File: src/rtl/pwm_pkg.sv
package pwm_pkg;
  typedef enum logic [2:0] {
    S_IDLE,
    S_ADDR,
    S_DATA,
    S_FIN,
    S_TURN
  } pwm_state_e;

  localparam logic [3:0] CMD_MEM_WR = 4'b0111;
endpackage

File: src/rtl/pwm_lat_timer.sv
module pwm_lat_timer #(
  parameter int unsigned LT_W = 8
) (
  input  logic            clk_i,
  input  logic            rst_ni,
  input  logic            load_i,
  input  logic            run_i,
  input  logic [LT_W-1:0] lt_i,
  output logic            expired_o
);
  logic [LT_W-1:0] cnt_q;

  always_ff @(posedge clk_i or negedge rst_ni) begin
    if (!rst_ni)                            cnt_q <= '0;
    else if (load_i)                        cnt_q <= lt_i;
    else if (run_i && (cnt_q != '0))        cnt_q <= cnt_q - 1'b1;
  end

  assign expired_o = (cnt_q == '0);
endmodule

File: src/rtl/pwm_beat_cnt.sv
module pwm_beat_cnt #(
  parameter int unsigned DW    = 32,
  parameter int unsigned CNT_W = 12
) (
  input  logic          clk_i,
  input  logic          rst_ni,
  input  logic          clr_i,
  input  logic          inc_i,
  input  logic [DW-1:0] base_i,
  output logic [DW-1:0] addr_o
);
  logic [CNT_W-1:0] cnt_q;

  always_ff @(posedge clk_i or negedge rst_ni) begin
    if (!rst_ni)     cnt_q <= '0;
    else if (clr_i)  cnt_q <= '0;
    else if (inc_i)  cnt_q <= cnt_q + 1'b1;
  end

  // resume point: Dwords already accepted move the start address
  assign addr_o = base_i + (DW'(cnt_q) << 2);
endmodule

File: src/rtl/pwm_ctrl.sv
module pwm_ctrl
  import pwm_pkg::*;
(
  input  logic clk_i,
  input  logic rst_ni,
  input  logic q_valid_i,
  input  logic q_last_i,
  input  logic gnt_ni,
  input  logic bus_idle_i,
  input  logic trdy_ni,
  input  logic devsel_ni,
  input  logic stop_ni,
  input  logic lat_exp_i,
  output logic start_o,
  output logic run_o,
  output logic addr_phase_o,
  output logic xfer_o,
  output logic flush_o,
  output logic cnt_clr_o,
  output logic req_no,
  output logic frame_no,
  output logic irdy_no
);
  pwm_state_e state_q, state_d;
  logic final_q, final_d;
  logic in_data, irdy_act, preempt, want_end, frame_act;
  logic phase_done, xfer, abort_hit;

  always_comb begin
    in_data    = (state_q == S_DATA);
    irdy_act   = in_data && q_valid_i;
    preempt    = lat_exp_i && gnt_ni;
    want_end   = irdy_act && (q_last_i || preempt);
    frame_act  = (state_q == S_ADDR) || (in_data && !final_q && !want_end);
    phase_done = irdy_act && (!trdy_ni || !stop_ni);
    xfer       = irdy_act && !trdy_ni;
    abort_hit  = irdy_act && !stop_ni && devsel_ni && trdy_ni;
  end

  always_comb begin
    state_d = state_q;
    final_d = 1'b0;
    unique case (state_q)
      S_IDLE: if (q_valid_i && !gnt_ni && bus_idle_i) state_d = S_ADDR;
      S_ADDR: state_d = S_DATA;
      S_DATA: begin
        final_d = final_q || (want_end && !phase_done);
        if (phase_done) begin
          if (!frame_act)     state_d = S_TURN;
          else if (!stop_ni)  state_d = S_FIN;
        end
      end
      S_FIN:  if (stop_ni) state_d = S_TURN;
      S_TURN: state_d = S_IDLE;
      default: state_d = S_IDLE;
    endcase
    if (state_d != S_DATA) final_d = 1'b0;
  end

  always_ff @(posedge clk_i or negedge rst_ni) begin
    if (!rst_ni) begin
      state_q <= S_IDLE;
      final_q <= 1'b0;
    end else begin
      state_q <= state_d;
      final_q <= final_d;
    end
  end

  assign start_o      = (state_q == S_IDLE) && (state_d == S_ADDR);
  assign run_o        = (state_q == S_ADDR) || in_data;
  assign addr_phase_o = (state_q == S_ADDR);
  assign xfer_o       = xfer;
  assign flush_o      = abort_hit;
  assign cnt_clr_o    = (xfer && q_last_i) || abort_hit;
  assign req_no       = !((state_q == S_IDLE) && q_valid_i);
  assign frame_no     = !frame_act;
  assign irdy_no      = !(irdy_act || (state_q == S_FIN));
endmodule

File: src/rtl/posted_write_master.sv
module posted_write_master
  import pwm_pkg::*;
#(
  parameter int unsigned DW    = 32,
  parameter int unsigned CNT_W = 12,
  parameter int unsigned LT_W  = 8,
  localparam int unsigned BE_W = DW / 8
) (
  input  logic            clk_i,
  input  logic            rst_ni,
  input  logic            q_valid_i,
  input  logic            q_last_i,
  input  logic [DW-1:0]   q_addr_i,
  input  logic [DW-1:0]   q_data_i,
  input  logic [BE_W-1:0] q_be_ni,
  output logic            q_pop_o,
  output logic            q_flush_o,
  input  logic [LT_W-1:0] lat_timer_i,
  input  logic            gnt_ni,
  input  logic            bus_idle_i,
  input  logic            trdy_ni,
  input  logic            devsel_ni,
  input  logic            stop_ni,
  output logic            req_no,
  output logic            frame_no,
  output logic            irdy_no,
  output logic [DW-1:0]   ad_o,
  output logic [BE_W-1:0] cbe_no
);
  logic start, run, addr_phase, xfer, cnt_clr, lat_exp;
  logic [DW-1:0] resume_addr;

  pwm_ctrl u_ctrl (
    .clk_i       (clk_i),
    .rst_ni      (rst_ni),
    .q_valid_i   (q_valid_i),
    .q_last_i    (q_last_i),
    .gnt_ni      (gnt_ni),
    .bus_idle_i  (bus_idle_i),
    .trdy_ni     (trdy_ni),
    .devsel_ni   (devsel_ni),
    .stop_ni     (stop_ni),
    .lat_exp_i   (lat_exp),
    .start_o     (start),
    .run_o       (run),
    .addr_phase_o(addr_phase),
    .xfer_o      (xfer),
    .flush_o     (q_flush_o),
    .cnt_clr_o   (cnt_clr),
    .req_no      (req_no),
    .frame_no    (frame_no),
    .irdy_no     (irdy_no)
  );

  pwm_lat_timer #(.LT_W(LT_W)) u_lat (
    .clk_i    (clk_i),
    .rst_ni   (rst_ni),
    .load_i   (start),
    .run_i    (run),
    .lt_i     (lat_timer_i),
    .expired_o(lat_exp)
  );

  pwm_beat_cnt #(.DW(DW), .CNT_W(CNT_W)) u_beat (
    .clk_i (clk_i),
    .rst_ni(rst_ni),
    .clr_i (cnt_clr),
    .inc_i (xfer),
    .base_i(q_addr_i),
    .addr_o(resume_addr)
  );

  assign q_pop_o = xfer;
  assign ad_o    = addr_phase ? resume_addr : q_data_i;
  assign cbe_no  = addr_phase ? BE_W'(CMD_MEM_WR) : q_be_ni;
endmodule

File: config.mk
export PLATFORM = sky130hd
export DESIGN_NAME = posted_write_master
export DESIGN_NICKNAME = d
export VERILOG_FILES = /design/src/rtl/pwm_pkg.sv /design/src/rtl/pwm_lat_timer.sv /design/src/rtl/pwm_beat_cnt.sv /design/src/rtl/pwm_ctrl.sv /design/src/rtl/posted_write_master.sv
export SDC_FILE = /design/constraint.sdc
export NUM_CORES = 1
export LEC_CHECK = 0
export BUFFER_PORTS_ARGS = -buffer_cell sky130_fd_sc_hd__clkbuf_2
export CORE_ASPECT_RATIO = 1.2
export CORE_MARGIN = 2
export CORE_UTILIZATION = 48
export CTS_BUF_LIST = sky130_fd_sc_hd__clkbuf_16
export DETAILED_ROUTE_END_ITERATION = 16
export GPL_TIMING_DRIVEN = 0
export PLACE_DENSITY = 0.82
export SLEW_MARGIN = 20
export SYNTH_ARGS = -nofsm -noshare
export SYNTH_HDL_FRONTEND = slang
export SYNTH_SLANG_ARGS = --single-unit
File: constraint.sdc
create_clock -name clk_i -period 3.7 [get_ports clk_i]
set_clock_uncertainty 0.05 [all_clocks]
set_input_delay 0.74 -clock clk_i [delete_from_list [all_inputs] [get_ports clk_i]]
set_output_delay 0.74 -clock clk_i [all_outputs]
set_load 0.02 [all_outputs]
==> impl_metrics.env, run 1 <==
export IMPL_status="complete, no violations"
export IMPL_synth_adder_area_share=0.0765
export IMPL_placed_cell_area_um2=3410
export IMPL_layout_setup_ws_ps=55.5
export IMPL_synth_area_mux_share=0.00369
export IMPL_final_hold_viol_count=0
export IMPL_yosysSeqAreaShare=0.221
export IMPL_synthesis_nets=470
export IMPL_postLayoutCoreUtil=0.643
export IMPL_hpwl_mm=6.30
export IMPL_leakage_nw=1.75
export IMPL_route_detailed_drc=0
export IMPL_insertion_delay_ps=260
export IMPL_finalNonFillerCells=559
export IMPL_ys_ff_latch=24
export IMPL_fp_dieArea_um2=6270
export IMPL_vias=3167
export IMPL_coreArea_um2=5560
export IMPL_initial_core_util=0.489
export IMPL_final_common_cell="clkbuf_2"
export IMPL_num_nets_final=597
export IMPL_cp_top_family="simple AND/OR/NAND/NOR gates"
export IMPL_synth_compound_area_share=0.229
export IMPL_synthFlopType="dfrtp_1"
export IMPL_slew_headroom=0.482
export IMPL_reg2reg_depth=6
export IMPL_fp_row_count=30
export IMPL_numCtsBuffers=3
export IMPL_cts_sinks=24
export IMPL_yosysWarnings=0
export IMPL_die_height_um=86.4
export IMPL_grt_ovfl_total=0
export IMPL_die_width_um=72.6
export IMPL_hp_class="primary input to async pin"
export IMPL_dpl_worst_slack_ps=-122
export IMPL_routedWlPerCell_um=14.1
export IMPL_ir_drop_mv=0.421
export IMPL_synthDistinctLibCells=57
export IMPL_ys_top_cells_by_area="dfrtp_1, nand2_1, ha_1"
export IMPL_post_route_min_period_ps=3640
export IMPL_postSynthAreaPerCell_um2=7.35
export IMPL_portBuffers=124
export IMPL_grt_pass1_wl_mm=12.5
export IMPL_period_share=0.985
export IMPL_worstSetupEndpointType="output pin"
export IMPL_tritoncts="built"
export IMPL_slowest_stage="or4b_2"
export IMPL_wl_mm=7.88
export IMPL_antenna_cells=0
export IMPL_gp_congestion=0.929
export IMPL_path_class="primary input to output pin"
export IMPL_setup_violations=0
export IMPL_fill_cells=488
export IMPL_slowest_delay_ps=610
export IMPL_antenna_found_initial=0
export IMPL_ant_nets=0
export IMPL_worstMarginPinSlew_ps=774
export IMPL_cts_hold_buf=0
export IMPL_design_area_um2=3570
export IMPL_crit_buf_inv=3
export IMPL_syn_cell_area_um2=2710
export IMPL_firstDrtPassIters=5
export IMPL_final_cell_mix="clkbuf_2, nand2_1, o21ai_0, dfrtp_1, nor2_1"
export IMPL_synthArstFlopShare=1.00
export IMPL_cts_buffer_depth=2
export IMPL_setup_tns_ps=0
export IMPL_r2r_end="u_lat.cnt_q[5]"
export IMPL_pin_count=126
export IMPL_yosys_area_share_xor_xnor=0.113
export IMPL_r2r_start="u_lat.cnt_q[2]"
export IMPL_grt_usage=0.246
export IMPL_clock_fmax_mhz=274
export IMPL_synth_edf_count=0
export IMPL_cp_start_kind="primary input"
export IMPL_startpoint="q_addr_i[2]"
export IMPL_grt_pass1_vias=2932
export IMPL_drv_cap=0
export IMPL_powerDensity_nw_per_um2=492
export IMPL_synthSimpleGateAreaFrac=0.309
export IMPL_htreeDepth=1
export IMPL_synth_top_area_frac=0.221
export IMPL_avgViaCountPerCell=5.67
export IMPL_slew_violations=0
export IMPL_area_delta_synth_final_pct=31.5
export IMPL_cts_root_buf="clkbuf_16"
export IMPL_crit_arrival_ps=2850
export IMPL_synth_top_family_by_area="simple AND/OR/NAND/NOR gates"
export IMPL_synth_cells=369
export IMPL_grt_max_degree=25
export IMPL_yosys_area_top_type="dfrtp_1"
export IMPL_critical_path_cell_chain="clkbuf_2 -> ha_1 -> inv_1 -> fa_2 -> nand2b_4 -> a21oi_4 -> or3_4 -> a21oi_1 -> or4b_2 -> nand3_1 -> clkbuf_4"
export IMPL_dp_cells=557
export IMPL_cp_max_fo=3
export IMPL_critical_path_required_ps=2910
export IMPL_r2r_setup_slack_ps=1440
export IMPL_drt_iter0_markers=101
export IMPL_clk_pin_slew_ps=60
export IMPL_drive_gt1_frac=0.303
==> synthesized netlist by cell type (3+ instances only) <==
| master | n |
|---|---|
| nand2_1 | 66 |
| o21ai_0 | 33 |
| a21oi_1 | 24 |
| dfrtp_1 | 24 |
| nor2_1 | 23 |
| xnor2_1 | 18 |
| xor2_1 | 17 |
| ha_1 | 15 |
| inv_1 | 13 |
| clkbuf_1 | 12 |
| nand3_1 | 11 |
| and3_1 | 9 |
| nand2b_1 | 8 |
| nor4_1 | 8 |
| o211ai_1 | 7 |
| o21ai_1 | 6 |
| nand4_1 | 5 |
| a31oi_1 | 4 |
| nor3_1 | 4 |
| o31ai_1 | 4 |
| or3_1 | 4 |
| a21boi_0 | 3 |
| a21o_1 | 3 |
| a221o_1 | 3 |
| and2_1 | 3 |
| nand4b_1 | 3 |
==> metal layers <==
metal	vias to the layer above	global-route usage	part of all wire
li1	1575	-	-
met1	1434	0.282	0.40
met2	143	0.455	0.51
met3	15	0.0372	0.076
met4	0	0.0875	0.016
met5	-	0	0
==> state kept, by name, summed over array words and instances (netlist names) <==
name	cells
u_beat.cnt_q	12
u_ctrl.final_q	1
u_ctrl.state_q	3
u_lat.cnt_q	8
==> layout make-up <==
type / instances / area, um2 / area share
multi-input combinational: 315 / 2040 / 0.570
sequential: 24 / 601 / 0.168
tap: 64 / 80.1 / 0.0224
clock inverter: 1 / 30.0 / 0.00841
inverter: 13 / 48.8 / 0.0137
buffer: 15 / 76.3 / 0.0214
clock buffer: 3 / 75.1 / 0.0210
timing repair buffer: 124 / 623 / 0.175
==> worst max-delay path by stage <==
stage | end | cells after the start
global route | ad_o[10] | 11
global placement | ad_o[10] | 11
CTS | ad_o[10] | 11
finish | ad_o[10] | 11
detailed placement | ad_o[10] | 11
floorplan | ad_o[26] | 7
==> power breakdown <==
part           leakage (nW)  internal [W]  total [W]  switching, W
sequential            0.314      0.000334   0.000401     0.0000670
combinational          1.39      0.000403    0.00104      0.000642
clock                0.0511      0.000215   0.000311     0.0000959
==> kinds of logic after synthesis <==
kind of cell    Yosys count
buf+inv                  30
compound gates          100
simple gates            163
fa+ha+maj                16
flops                    24
mux                       1
xor+xnor                 35
==> through the flow <==
stage | power (W) | hold slack, ps
detailed placement | 0.00142 | 478
global placement | 0.00140 | 464
floorplan | 0.00112 | 394
global route | 0.00189 | 473
CTS | 0.00175 | 447
finish | 0.00176 | 430
==> worst reg2reg max path: cells and delay by family, from the launching register on <==
kind	cells	cell delay, ps
simple gates	1	580
buf+inv	2	410
compound gates	3	740
flops	1	360
==> what timing repair did <==
action | 4_1_cts | 5_1_grt
setup endpoints to repair | 4 | 19
resized for setup | 6 | 9
pin swaps | 1 | 0
buffers inserted | 0 | 0
(Power assumes the default switching activity.)
==> inputs of run 2 (changes only) <==
--- a/config.mk
+++ b/config.mk
@@ -8,7 +8,7 @@
 export BUFFER_PORTS_ARGS = -buffer_cell sky130_fd_sc_hd__clkbuf_2
 export CORE_ASPECT_RATIO = 1.2
 export CORE_MARGIN = 2
-export CORE_UTILIZATION = 48
+export CORE_UTILIZATION = 49
 export CTS_BUF_LIST = sky130_fd_sc_hd__clkbuf_16
 export DETAILED_ROUTE_END_ITERATION = 16
 export GPL_TIMING_DRIVEN = 0
@@ -16,4 +16,5 @@
 export SLEW_MARGIN = 20
 export SYNTH_ARGS = -nofsm -noshare
 export SYNTH_HDL_FRONTEND = slang
+export SYNTH_HIERARCHICAL = 1
 export SYNTH_SLANG_ARGS = --single-unit
==> run 2 against run 1 <==
Sequential power is 5.5% higher. Synthesized cell count is 14% lower. Final cell count is 5.4% lower. Via count is 9.5% lower. Clock power is 25% lower. Hold slack better by 6.9 ps. Worst setup slack worse by 1.3 ps. Area after synthesis is 7.3% higher. Wire length is 8.6% lower. Sequential share of layout area is 0.85 points lower. First-iteration DRC count is 38% lower. Flip-flop and latch count stayed put. Highest routed layer unchanged.
==> impl_metrics.env, run 2 <==
export IMPL_fp_dieArea_um2=6580
export IMPL_drv_cap=0
export IMPL_avgViaCountPerCell=5.42
export IMPL_dp_cells=521
export IMPL_reg_top3="u_beat/cnt_q: 12 flops, u_lat/cnt_q: 8 flops, u_ctrl/state_q: 3 flops"
export IMPL_ys_ff_latch=24
export IMPL_slew_violations=0
export IMPL_syn_cell_area_um2=2910
export IMPL_ys_top_cells_by_area="dfrtp_1, mux2_4, xnor2_1"
export IMPL_gp_congestion=0.854
export IMPL_yosysSeqAreaShare=0.206
export IMPL_status="complete, no violations"
export IMPL_ys_top_cells_by_count="nor2_1, xnor2_1, mux2_4, dfrtp_1"
export IMPL_slew_headroom=0.573
export IMPL_synth_top_area_frac=0.206
export IMPL_cts_root_buf="clkbuf_16"
export IMPL_antenna_cells=0
export IMPL_area_delta_synth_final_pct=29.1
export IMPL_grt_max_degree=25
export IMPL_coreArea_um2=5710
export IMPL_largest_reg_flops=12
export IMPL_worstSetupEndpointType="output pin"
export IMPL_initial_core_util=0.511
export IMPL_setup_tns_ps=0
export IMPL_die_height_um=88.5
export IMPL_slowest_stage="o31a_1"
export IMPL_powerDensity_nw_per_um2=397
export IMPL_final_hold_viol_count=0
export IMPL_wl_mm=7.21
export IMPL_slowest_delay_ps=360
export IMPL_postSynthAreaPerCell_um2=9.16
export IMPL_route_detailed_drc=0
export IMPL_synthArstFlopShare=1.00
export IMPL_pin_count=126
export IMPL_num_nets_final=551
export IMPL_crit_arrival_ps=2860
export IMPL_cp_top_family="compound AO/OA/AOI/OAI gates"
export IMPL_period_share=0.985
export IMPL_grt_ovfl_total=0
export IMPL_fill_cells=498
export IMPL_cts_buffer_depth=2
export IMPL_postLayoutCoreUtil=0.659
export IMPL_clk_pin_slew_ps=60
export IMPL_placed_cell_area_um2=3630
export IMPL_synth_edf_count=0
export IMPL_r2r_start="u_ctrl/state_q[1]"
export IMPL_ir_drop_mv=0.310
export IMPL_drt_iter0_markers=63
export IMPL_fp_row_count=30
export IMPL_setup_violations=0
export IMPL_yosysWarnings=6
export IMPL_portBuffers=123
export IMPL_cp_start_kind="primary input"
export IMPL_synthDistinctLibCells=67
export IMPL_synthFlopType="dfrtp_1"
export IMPL_yosys_area_top_type="dfrtp_1"
export IMPL_cts_sinks=24
export IMPL_ant_nets=0
export IMPL_vias=2867
export IMPL_hpwl_mm=5.83
export IMPL_tritoncts="built"
export IMPL_post_route_min_period_ps=3650
export IMPL_synth_cells=318
export IMPL_grt_pass1_wl_mm=11.0
export IMPL_die_width_um=74.4
export IMPL_numCtsBuffers=3
export IMPL_insertion_delay_ps=250
export IMPL_largest_register="u_beat/cnt_q"
export IMPL_finalNonFillerCells=529
export IMPL_cpMostUsedCell="clkbuf_2"
export IMPL_grt_usage=0.208
export IMPL_crit_buf_inv=4
export IMPL_critical_path_cell_chain="clkbuf_2 -> ha_1 -> inv_1 -> fa_2 -> nor2b_2 -> o31a_1 -> o311ai_4 -> nand2_2 -> buf_4 -> xor2_1 -> mux2_4 -> clkbuf_2"
export IMPL_worstMarginPinSlew_ps=634
export IMPL_critical_path_required_ps=2910
export IMPL_path_class="primary input to output pin"
export IMPL_firstDrtPassIters=4
export IMPL_leakage_nw=1.84
export IMPL_design_area_um2=3760
export IMPL_antenna_found_initial=0
export IMPL_grt_pass1_vias=2648
export IMPL_routedWlPerCell_um=13.6
export IMPL_synthesis_nets=419
export IMPL_final_cell_mix="clkbuf_2, nor2_1, xnor2_1, mux2_4, dfrtp_1"
export IMPL_r2r_end="u_lat/cnt_q[7]"
export IMPL_htreeDepth=1
export IMPL_cts_hold_buf=0
export IMPL_hp_class="primary input to async pin"
export IMPL_total_power_w=0.00149
export IMPL_r2r_setup_slack_ps=1370
export IMPL_reg2reg_depth=5
export IMPL_drive_gt1_frac=0.430
export IMPL_clock_fmax_mhz=274
export IMPL_cp_max_fo=4
export IMPL_final_common_cell="clkbuf_2"
==> run 2: cell count changes in the layout (fill, tap and decap cells not counted), sizes merged, moves of 8 or more <==
| cell | delta |
|---|---|
| nand2 | -49 |
| mux2 | +32 |
| xnor2 | +10 |
| xor2 | -8 |
| o21ai | -28 |
| clkbuf | -9 |
==> run 2: cell families (layout without fill, tap and decap cells) <==
logic type / count (synthesis) / count (layout) / synth area share
buffers and inverters: 21 / 151 / 0.0494
adder cells (fa/ha/maj): 16 / 16 / 0.0713
XOR/XNOR: 37 / 37 / 0.111
AO/OA/AOI/OAI: 66 / 66 / 0.168
flip-flops: 24 / 24 / 0.206
multiplexers: 33 / 33 / 0.161
AND/OR/NAND/NOR: 121 / 122 / 0.233
==> run 2: cell type report <==
cell class / count / area [um2] / share of cell area
multi-input combinational: 274 / 2200 / 0.585
buffer: 11 / 106 / 0.0283
inverter: 10 / 37.5 / 0.00998
clock buffer: 3 / 75.1 / 0.0200
clock inverter: 1 / 3.75 / 0.000998
tap: 80 / 100 / 0.0266
sequential: 24 / 601 / 0.160
timing repair buffer: 126 / 638 / 0.170
==> run 2: how the worst max path moves through the flow <==
| stage | cells after the start | slack, ps | startpoint | to |
|---|---|---|---|---|
| 2_1_floorplan | 10 | 490 | q_addr_i[2] | ad_o[26] |
| 3_3_place_gp | 12 | 110 | q_addr_i[2] | ad_o[28] |
| 3_5_place_dp | 12 | 70 | q_addr_i[2] | ad_o[28] |
| 4_1_cts | 12 | 60 | q_addr_i[2] | ad_o[28] |
| 5_1_grt | 12 | -2 | q_addr_i[2] | ad_o[14] |
| 6_report | 12 | 50 | q_addr_i[2] | ad_o[14] |
==> run 2: through the flow <==
stage               hold WS [ps]  setup slack, ps
detailed placement           477             70.8
global placement             480              108
finish                       437             54.2
floorplan                    394              488
CTS                          463             61.3
global route                 499            -2.02
==> run 2: timing repair <==
item / in CTS / in global routing
buffers inserted: 0 / 3
setup endpoints to repair: 0 / 8
resized for setup: 0 / 7
endpoints found under the hold margin: 0 / 0
==> run 2: routing by layer <==
layer	up-vias	share of wire	global-route usage
li1	1432	-	-
met1	1308	0.39	0.236
met2	116	0.52	0.405
met3	11	0.073	0.0194
met4	0	0.017	0.0552
met5	-	0	0
==> run 2: where the power goes <==
part | total (W) | switching (W) | leakage, nW | internal (W)
combinational | 0.000835 | 0.000433 | 1.49 | 0.000402
clock | 0.000233 | 0.0000889 | 0.0385 | 0.000144
sequential | 0.000423 | 0.0000911 | 0.314 | 0.000332
total | 0.00149 | 0.000613 | 1.84 | 0.000878
